--- src/rtl/tdp_pkg.sv ---
package tdp_pkg;

  // Rotation tracker state: reload takes the next tag as reference
  typedef enum logic {
    ST_RELOAD = 1'b0,
    ST_TRACK  = 1'b1
  } track_e;

  // Width of one packed tower word
  function automatic int tower_word_width(input int ch, input int code_w,
                                          input int tdc_w, input int cap_w);
    return ch * code_w + tdc_w + cap_w + 1;
  endfunction

endpackage

--- src/rtl/tdp_tower_check.sv ---
module tdp_tower_check
  import tdp_pkg::*;
#(
  parameter int CH     = 3,
  parameter int CODE_W = 8,
  parameter int TDC_W  = 5,
  parameter int CAP_W  = 2,
  localparam int WORD_W = tower_word_width(CH, CODE_W, TDC_W, CAP_W)
) (
  input  logic                clk,
  input  logic                rst,
  input  logic                in_valid,
  input  logic [CH*CODE_W-1:0] codes,
  input  logic [CH*CAP_W-1:0]  capids,
  input  logic [TDC_W-1:0]     tdc,
  output logic [WORD_W-1:0]    word_q,
  output logic                 err_pulse
);

  track_e             state;
  logic [CAP_W-1:0]   exp_cap;
  logic [CAP_W-1:0]   cap0;
  logic               agree;
  logic               rot_bad;
  logic               err_now;
  logic [WORD_W-1:0]  word_d;

  assign cap0 = capids[CAP_W-1:0];

  // Agreement of all channel tags with channel 0
  always_comb begin
    agree = 1'b1;
    for (int i = 1; i < CH; i++) begin
      if (capids[i*CAP_W +: CAP_W] != cap0) agree = 1'b0;
    end
  end

  assign rot_bad   = (state == ST_TRACK) && (cap0 != CAP_W'(exp_cap + CAP_W'(1)));
  assign err_now   = !agree || rot_bad;
  assign err_pulse = in_valid && err_now;

  // Word assembly: channel 0 at the top, then timing, tag, flag
  always_comb begin
    word_d = '0;
    for (int i = 0; i < CH; i++) begin
      word_d[WORD_W-1-i*CODE_W -: CODE_W] = codes[i*CODE_W +: CODE_W];
    end
    word_d[CAP_W+TDC_W : CAP_W+1] = tdc;
    word_d[CAP_W:1]               = cap0;
    word_d[0]                     = err_now;
  end

  always_ff @(posedge clk) begin
    if (rst) begin
      state   <= ST_RELOAD;
      exp_cap <= '0;
      word_q  <= '0;
    end else if (in_valid) begin
      word_q <= word_d;
      if (rot_bad) begin
        state <= ST_RELOAD;
      end else begin
        state   <= ST_TRACK;
        exp_cap <= cap0;
      end
    end
  end

  // a tag mismatch is flagged in the next word
  a_r4_mismatch_flag: assert property (@(posedge clk) disable iff (rst)
    (in_valid && !agree) |=> word_q[0]);

  // a rotation break is flagged and drops the reference
  a_r5_rotation_break: assert property (@(posedge clk) disable iff (rst)
    (in_valid && state == ST_TRACK && cap0 != CAP_W'(exp_cap + CAP_W'(1)))
      |=> (word_q[0] && state == ST_RELOAD));

  // a reload crossing with agreeing tags is clean and arms tracking
  a_r6_reload_clean: assert property (@(posedge clk) disable iff (rst)
    (in_valid && state == ST_RELOAD && agree)
      |=> (!word_q[0] && state == ST_TRACK && word_q[CAP_W:1] == exp_cap));

  // idle crossings leave the tracker untouched
  a_r7_idle_hold: assert property (@(posedge clk) disable iff (rst)
    !in_valid |=> ($stable(state) && $stable(exp_cap) && $stable(word_q)));

endmodule

--- src/rtl/tdp_err_counter.sv ---
module tdp_err_counter #(
  parameter int CNT_W = 16
) (
  input  logic             clk,
  input  logic             rst,
  input  logic             inc,
  input  logic             clr,
  output logic [CNT_W-1:0] count
);

  localparam logic [CNT_W-1:0] CNT_MAX = '1;

  always_ff @(posedge clk) begin
    if (rst || clr) begin
      count <= '0;
    end else if (inc && count != CNT_MAX) begin
      count <= count + CNT_W'(1);
    end
  end

  // clear wins and zeroes the counter
  a_r10_clear_zero: assert property (@(posedge clk) disable iff (rst)
    clr |=> (count == '0));

  // saturation holds at all ones
  a_r8_saturate: assert property (@(posedge clk) disable iff (rst)
    (count == CNT_MAX && !clr) |=> (count == CNT_MAX));

  // a counted error adds exactly one
  a_r8_step: assert property (@(posedge clk) disable iff (rst)
    (inc && !clr && count != CNT_MAX) |=> (count == $past(count) + CNT_W'(1)));

  // no increment and no clear keeps the value
  a_r7_count_hold: assert property (@(posedge clk) disable iff (rst)
    (!inc && !clr) |=> $stable(count));

endmodule

--- src/rtl/tower_frame_packer.sv ---
module tower_frame_packer
  import tdp_pkg::*;
#(
  parameter int NT     = 2,
  parameter int CH     = 3,
  parameter int CODE_W = 8,
  parameter int TDC_W  = 5,
  parameter int CAP_W  = 2,
  parameter int CNT_W  = 16,
  localparam int SEL_W   = (NT > 1) ? $clog2(NT) : 1,
  localparam int WORD_W  = tower_word_width(CH, CODE_W, TDC_W, CAP_W),
  localparam int FRAME_W = NT * WORD_W,
  localparam int TCODE_W = CH * CODE_W,
  localparam int TCAP_W  = CH * CAP_W
) (
  input  logic                  clk,
  input  logic                  rst,
  input  logic                  in_valid,
  input  logic [NT*TCODE_W-1:0] ch_code,
  input  logic [NT*TCAP_W-1:0]  ch_cap,
  input  logic [NT*TDC_W-1:0]   tdc,
  input  logic                  cnt_clr,
  input  logic [SEL_W-1:0]      cnt_clr_sel,
  input  logic [SEL_W-1:0]      rd_sel,
  output logic [FRAME_W-1:0]    frame,
  output logic                  frame_valid,
  output logic [CNT_W-1:0]      rd_data
);

  logic [NT-1:0]    err_pulse;
  logic [CNT_W-1:0] cnt_arr [NT];

  for (genvar t = 0; t < NT; t++) begin : g_tower
    tdp_tower_check #(
      .CH     (CH),
      .CODE_W (CODE_W),
      .TDC_W  (TDC_W),
      .CAP_W  (CAP_W)
    ) u_chk (
      .clk       (clk),
      .rst       (rst),
      .in_valid  (in_valid),
      .codes     (ch_code[t*TCODE_W +: TCODE_W]),
      .capids    (ch_cap[t*TCAP_W +: TCAP_W]),
      .tdc       (tdc[t*TDC_W +: TDC_W]),
      .word_q    (frame[FRAME_W-1-t*WORD_W -: WORD_W]),
      .err_pulse (err_pulse[t])
    );

    tdp_err_counter #(
      .CNT_W (CNT_W)
    ) u_cnt (
      .clk   (clk),
      .rst   (rst),
      .inc   (err_pulse[t]),
      .clr   (cnt_clr && (cnt_clr_sel == SEL_W'(t))),
      .count (cnt_arr[t])
    );
  end

  always_ff @(posedge clk) begin
    if (rst) begin
      frame_valid <= 1'b0;
      rd_data     <= '0;
    end else begin
      frame_valid <= in_valid;
      if (int'(rd_sel) < NT) rd_data <= cnt_arr[rd_sel];
      else                   rd_data <= '0;
    end
  end

  // strobe follows the input valid with one cycle of latency
  a_r3_valid_follow: assert property (@(posedge clk) disable iff (rst)
    in_valid |=> frame_valid);

  a_r3_valid_quiet: assert property (@(posedge clk) disable iff (rst)
    !in_valid |=> (!frame_valid && $stable(frame)));

endmodule

--- config.mk ---
export PLATFORM = sky130hd
export DESIGN_NAME = tower_frame_packer
export DESIGN_NICKNAME = d
export VERILOG_FILES = /design/src/rtl/tdp_pkg.sv /design/src/rtl/tdp_tower_check.sv /design/src/rtl/tdp_err_counter.sv /design/src/rtl/tower_frame_packer.sv
export SDC_FILE = /design/constraint.sdc
export NUM_CORES = 1
export LEC_CHECK = 0
export BUFFER_PORTS_ARGS = -buffer_cell sky130_fd_sc_hd__buf_2
export CORE_MARGIN = 1.5
export CORE_UTILIZATION = 54
export CTS_CLUSTER_SIZE = 10
export DETAILED_ROUTE_END_ITERATION = 7
export PLACE_DENSITY = 0.84
export SYNTH_ARGS = -nofsm -noshare
export SYNTH_HDL_FRONTEND = slang
export SYNTH_SLANG_ARGS = --single-unit
export TNS_END_PERCENT = 5
--- constraint.sdc ---
create_clock -name clk -period 4.2 [get_ports clk]
set_clock_uncertainty 0.05 [all_clocks]
set_input_delay 0.84 -clock clk [delete_from_list [all_inputs] [get_ports clk]]
set_output_delay 0.84 -clock clk [all_outputs]
set_load 0.03 [all_outputs]
==> summary.md, run 1 <==
| Metric | Value |
|---|---|
| Vias per std cell | about 5.6 |
| Drt total wl | ~12000 um |
| Drt drc | 0 |
| CTS root buf | clkbuf_8 |
| R2r setup slk | a little under 2 ns |
| Hold Path Class | reg -> reg |
| Util after Layout | 0.7125 |
| Post-synthesis sequential area ratio | 0.4921 |
| Fin crit share | 0.5611 |
| Area share of the largest cell type after synthesis | 0.4921 |
| Initial Utilization | 0.5551 |
| CTS tree | yes |
| Synth Instances | 512 |
| Vias after detailed routing | approximately 4400 |
| Count leader, synth | dfxtp_1 |
| Arr. time, crit path | ~2.7 ns |
| CTS resizes | 0 |
| CTS buffer count | 17 |
| Critical R2R Capture | g_tower[0].u_cnt.count[4]$_SDFFE_PP0P_ |
| # port buffers | 156 |
| Status | finished clean |
| Fmax achieved | 0.4244 GHz |
| ANT cells | 0 |
| WP data required | roughly 4.6 ns |
| Clock Latency Late Sink | between 0.5 and 0.6 ns |
| PwrDens | around 460 nW/um^2 |
| Place WS | about 1.4 ns |
| Ranking of synthesized cells by area | dfxtp_1 49%, mux2i_1 18%, nor2_1 7.3% |
| Hold Crit Depth | 2 |
| Worst R2R Start | g_tower[0].u_cnt.count[0]$_SDFFE_PP0P_ |
| RSZ-0062 raised after global routing | no |
| Clock H-tree levels | 4 |
| Setup Buffers After CTS | 0 |
| Critical path class | in -> reg |
| Slew @ Worst Pin | roughly 0.99 ns |
| Slew Limit Fails | 0 |
| Clk slew on worst S/H paths | about 0.060 ns |
| Die X | ~98 um |
| Number of global-route vias before repair | approximately 4200 |
| Warnings from Yosys | 0 |
| Largest net degree at the start of global routing | between 40 and 50 |
| Drt first pass iters | 5 |
| Die H | between 90 and 100 um |
| Total clock sinks | approximately 120 |
| Setup ws final | between 1.5 and 2 ns |
| Maximum net fanout on the critical path | 43 |
| Synth-to-layout area growth | 28.35% |
| Final setup fails | 0 |
| Row count | 34 |
| Post-synth top area cell | dfxtp_1 |
| Hold endpoint | g_tower[1].u_chk.word_q[0]$_SDFFE_PP0P_ |
| Global-route wire length before repair | 19120 um |
| Antenna viol nets, final | 0 |
| Worst R2R Path Depth | 6 |
| Initial antenna violation count | 0 |
| Share of layout cells above drive strength 1 | 0.2834 |
| Post-synth ARST share | 0 |
| Post-synth EDFFs | 0 |
| Final Non-Filler Cells | around 780 |
| Synth unique cells | 44 |
| Top FF cell, synth | dfxtp_1 |
| Clock Path Buffers | 2 |
| HP Start | g_tower[1].u_chk.word_q[0]$_SDFFE_PP0P_ |
| Max_cap viols | 0 |
| Final hold violations | 0 |
| Area of the die | ~9500 sq um |
| DRT iter0 DRCs | around 170 |
| Synthesized area | ~4800 sq um |
| Dpl hpwl | just over 8000 um |
| Post-synth top cells | 119 x dfxtp_1, 94 x nor2_1, 85 x mux2i_1 |
| Core Region | around 8700 sq um |
| # hold bufs at CTS | 0 |
| Boundary pin count | ~160 |
| Avg Synthesized Cell Area | 9.455 sq um |
| Placed Instances | 750 |
| Total global routing overflow | 0 |
| Pleak | about 2.9 nW |
| Synth Net Count | just under 600 |
| GPL Wtd Cong | 0.9015 |
| Final min period | 2.357 ns |
| Startpoint Class | primary input |
| GRT Total Usage | 0.2460 |
| Final nets | between 700 and 800 |
| Yosys reg bits | 119 |
| Worst rel slew slack | 0.3380 |
| Setup Total Neg Slack | 0 ns |
| Critical path endpoint category | flip-flop |
| Peak VDD IR | between 0.2 and 0.25 mV |
| WL per Instance | 14.96 um |
| Worst hold slack | around 0.42 ns |
-- layout make-up --
cell class / instances / area [sq um]
Clock buffer: 18 / 417.9
Multi-Input combinational cell: 358 / 2308
Clock inverter: 14 / 141.4
Inverter: 6 / 22.52
Sequential cell: 119 / 2382
Tap cell: 108 / 135.1
Timing Repair Buffer: 159 / 805.8
Fill cell: 630 / 2507
-- worst max-delay path, stage by stage --
cell and delay, ns:
buf_4 0.29, and2_1 0.27, a22oi_2 0.79, nor3_1 0.21
a311oi_1 0.29
-- how the worst max path moves through the flow --
stage,from,end
final,in_valid,g_tower[1].u_cnt.count[12]$_SDFFE_PP0P_
after global routing,ch_cap[6],g_tower[1].u_cnt.count[12]$_SDFFE_PP0P_
after CTS,in_valid,g_tower[1].u_cnt.count[12]$_SDFFE_PP0P_
after detailed placement,in_valid,g_tower[1].u_cnt.count[12]$_SDFFE_PP0P_
after global placement,in_valid,g_tower[1].u_chk.exp_cap[1]$_SDFFE_PP0P_
after floorplan,ch_cap[7],g_tower[1].u_cnt.count[13]$_SDFFE_PP0P_
-- through the flow --
step           total power, mW  instance area (sq um)
6_report                 2.847                   6213
4_1_cts                  2.867                   6213
5_1_grt                  2.950                   6213
3_3_place_gp             1.516                   5654
2_1_floorplan            1.427                   4841
3_5_place_dp             1.528                   5654
-- report_power, final --
| group | internal, mW | switching (mW) |
|---|---|---|
| clock | 0.799 | 0.543 |
| sequential | 1.17 | 0.0261 |
| combinational | 0.110 | 0.194 |
| total | 2.08 | 0.764 |
-- placed cells by master, fill, tap and decap left out, types with 3 or more instances in the layout --
cell type and count:
a211oi_1 3, a21oi_1 30, nand4_1 9, or4_1 15, and3_1 12, clkbuf_16 16
buf_4 4, buf_2 155, inv_1 6, or3_1 9, o31ai_1 14, and4_1 4
clkinvlp_4 4, and2_1 3, o21ai_1 6, o21ai_0 8, nor3_1 6, nand2_1 16
inv_6 6, mux2i_1 85, nand3_1 15, nand2b_1 3, nor2_1 94, dfxtp_1 119
-- per-layer routing --
layer,GRT usage,wire length [um],share of wire
met3,0.05252,778,0.067
met5,0,0,0
met1,0.2992,4812,0.41
met4,0.1022,228,0.019
met2,0.4215,5879,0.50
-- registers in the layout, summed over array words and instances, names as in the netlist --
name                   cells
g_tower.u_chk.word_q      64
g_tower.u_cnt.count       32
rd_data                   16
g_tower.u_chk.exp_cap      4
g_tower.u_chk.state        2
frame_valid                1
-- cells by family after synthesis --
family                     count (synthesis)  synth area share
DFF                                      119            0.4921
muxes                                     85            0.1758
AOI/OAI and AO/OA                         77           0.09977
xor gates and xnor gates                   2          0.003619
and+or+nand+nor                          192            0.1926
buffers and inverters                     35           0.03101
adders and majority gates                  2          0.005168
(Power assumes the default switching activity.)
==> run 2, diff against run 1 <==
CORE_UTILIZATION = 46   (was 54)
PLACE_DENSITY = 0.76   (was 0.84)
clock period = 1.95 ns   (was 4.2 ns; I/O delays follow)
==> run 2 against run 1 <==
  * Hold slack got worse by 0.37 ns
  * Worst setup slack got worse by 1.8 ns
  * Flip-flop and latch count unchanged
  * Critical path depth grew 1
  * Utilization fell by 7.8 points
  * Sequential share of layout area decreased by 1.8 points
  * Routed wire length is 4.1% higher
  * Non-clock buffer count increased by 30
  * Clock power grew 120%
==> summary.md, run 2 (synthesized netlist as in run 1, its figures left out) <==
| Metric | Value |
|---|---|
| Worst rel slew slack | 0.5197 |
| WL per Instance | between 10 and 15 um |
| Critical path class | reg -> reg |
| Status | finished clean |
| Number of global-route vias before repair | approximately 4300 |
| Drt drc | 0 |
| Fmax achieved | approximately 0.54 GHz |
| Clk slew on worst S/H paths | ~0.070 ns |
| Global-route wire length before repair | 19870 um |
| Drt first pass iters | 4 |
| Commonest non-fill, non-tap cell in the layout | buf_2 |
| # hold bufs at CTS | 0 |
| HP Start | ch_code[7] |
| Arr. time, crit path | approximately 2.3 ns |
| WP data required | 2.35 ns |
| Peak VDD IR | between 0.6 and 0.7 mV |
| ANT cells | 0 |
| Total global routing overflow | 0 |
| GRT Total Usage | 0.2208 |
| Final hold violations | 0 |
| Startpoint Class | flip-flop |
| DR top layer | met4 |
| M1 WL | just over 5000 um |
| Critical Path Stages | 6 |
| Worst hold slack | approximately 0.05 ns |
| Top Registers | g_tower.u_chk.word_q (64), g_tower.u_cnt.count (32), rd_data (16) |
| # port buffers | 156 |
| Hold Path Class | in -> reg |
| CTS tree | yes |
| Delay-heaviest family, CP | simple AND/OR/NAND/NOR gates |
| Critical R2R Capture | g_tower[1].u_cnt.count[13]$_SDFFE_PP0P_ |
| Synth-to-layout area growth | 34.69% |
| Vias after detailed routing | 4463 |
| Setup Total Neg Slack | 0 ns |
| PwrDens | between 900 and 1000 nW/um^2 |
| Maximum net fanout on the critical path | 24 |
| Drt total wl | 12180 um |
| Core Region | roughly 10000 sq um |
| Boundary pin count | 157 |
| R2r setup slk | roughly 0.082 ns |
| Antenna viol nets, final | 0 |
| CP max-delay cell | or4_1 |
| Die X | around 110 um |
| Clock Path Buffers | 2 |
| Clock H-tree levels | 4 |
| Largest net degree at the start of global routing | 75 |
| Fin crit share | 0.9579 |
| Slowest stage delay, CP | between 0.5 and 0.6 ns |
| Total clock sinks | 119 |
| Clock Latency Late Sink | 0.52 ns |
| Die H | about 110 um |
| CTS buffer count | 17 |
| Final min period | around 1.9 ns |
| Commonest cells after routing, fill and taps aside | 155 x buf_2, 118 x dfxtp_1, 94 x nor2_1 |
| Initial Utilization | 0.4710 |
| Place WS | -0.1081 ns |
| GPL Wtd Cong | roughly 0.84 |
| Critical Path Start | g_tower[1].u_chk.exp_cap[1]$_SDFFE_PP0P_ |
| Dpl hpwl | approximately 8700 um |
| Largest register FFs | between 60 and 70 |
| Setup ws final | a little over 0.08 ns |
| Final nets | between 700 and 800 |
| Number of fillers in the final layout | around 860 |
| Max_cap viols | 0 |
| Slew Limit Fails | 0 |
| Area of the die | 11150 sq um |
| Crit path cell chain | xnor2_2 -> mux2i_1 -> a22oi_2 -> buf_12 -> or4_1 -> a21oi_1 |
| Initial antenna violation count | 0 |
| Critical path endpoint category | flip-flop |
| Share of layout cells above drive strength 1 | 0.3239 |
| CP Buf/Inv Count | 1 |
| Row count | 37 |
| CTS root buf | clkbuf_8 |
| Met2 wire len | approximately 6300 um |
| CP endpoint | g_tower[1].u_cnt.count[13]$_SDFFE_PP0P_ |
| Slew @ Worst Pin | about 0.7 ns |
| Vias per std cell | ~5.3 |
| Worst R2R Start | g_tower[1].u_chk.exp_cap[1]$_SDFFE_PP0P_ |
| Final setup fails | 0 |
| Routed wl met3 | 489 um |
| Worst R2R Path Depth | 6 |
| Biggest register | g_tower.u_chk.word_q |
| DRT iter0 DRCs | approximately 200 |
| Pleak | just over 3 nW |
run 2: power by group:
group	switching, mW	internal [mW]
logic	0.432	0.275
registers	0.0512	2.53
clock network	1.22	1.76
total	1.71	4.56
run 2: worst register-to-register path: stages (launching register included):
cell	delay [ns]
dfxtp_1	0.37
xnor2_2	0.14
mux2i_1	0.29
a22oi_2	0.11
buf_12	0.17
or4_1	0.51
a21oi_1	0.16
run 2: per-layer routing:
metal,global-route usage,vias to the layer above
met1,0.2536,2121
met5,0,-
met2,0.3889,123
met4,0.1023,0
met3,0.05071,20
li1,-,2199
run 2: layout make-up:
type	instances	area (sq um)	area share
well taps	136	170.2	0.02610
clock inverters	14	140.1	0.02149
clock buffers	18	427.9	0.06563
inverters	6	22.52	0.003454
flip-flops and latches	119	2384	0.3656
repair buffers	189	1044	0.1600
multi-input cells	358	2332	0.3577
run 2: repair_timing:
action | CTS | global route
endpoints found under the setup margin | 0 | 15
gates resized for setup | 0 | 7
buffers inserted | 0 | 1
run 2: how the worst min path moves through the flow:
stage | endpoint | cells past startpoint
after floorplan | g_tower[0].u_cnt.count[6]$_SDFFE_PP0P_ | 2
after CTS | g_tower[0].u_chk.word_q[31]$_SDFFE_PP0P_ | 3
after detailed placement | g_tower[0].u_chk.word_q[0]$_SDFFE_PP0P_ | 2
final | g_tower[0].u_chk.word_q[31]$_SDFFE_PP0P_ | 3
after global placement | g_tower[0].u_chk.word_q[0]$_SDFFE_PP0P_ | 2
after global routing | g_tower[0].u_chk.word_q[10]$_SDFFE_PP0P_ | 3
run 2: through the flow:
stage	instance area, sq um	cells	power (mW)	util
floorplan	4841	512	3.073	-
global placement	5919	807	3.303	0.5760
detailed placement	5919	807	3.326	0.5760
CTS	6487	839	6.291	0.6312
global route	6520	840	6.485	0.6344
finish	6520	840	6.270	0.6344
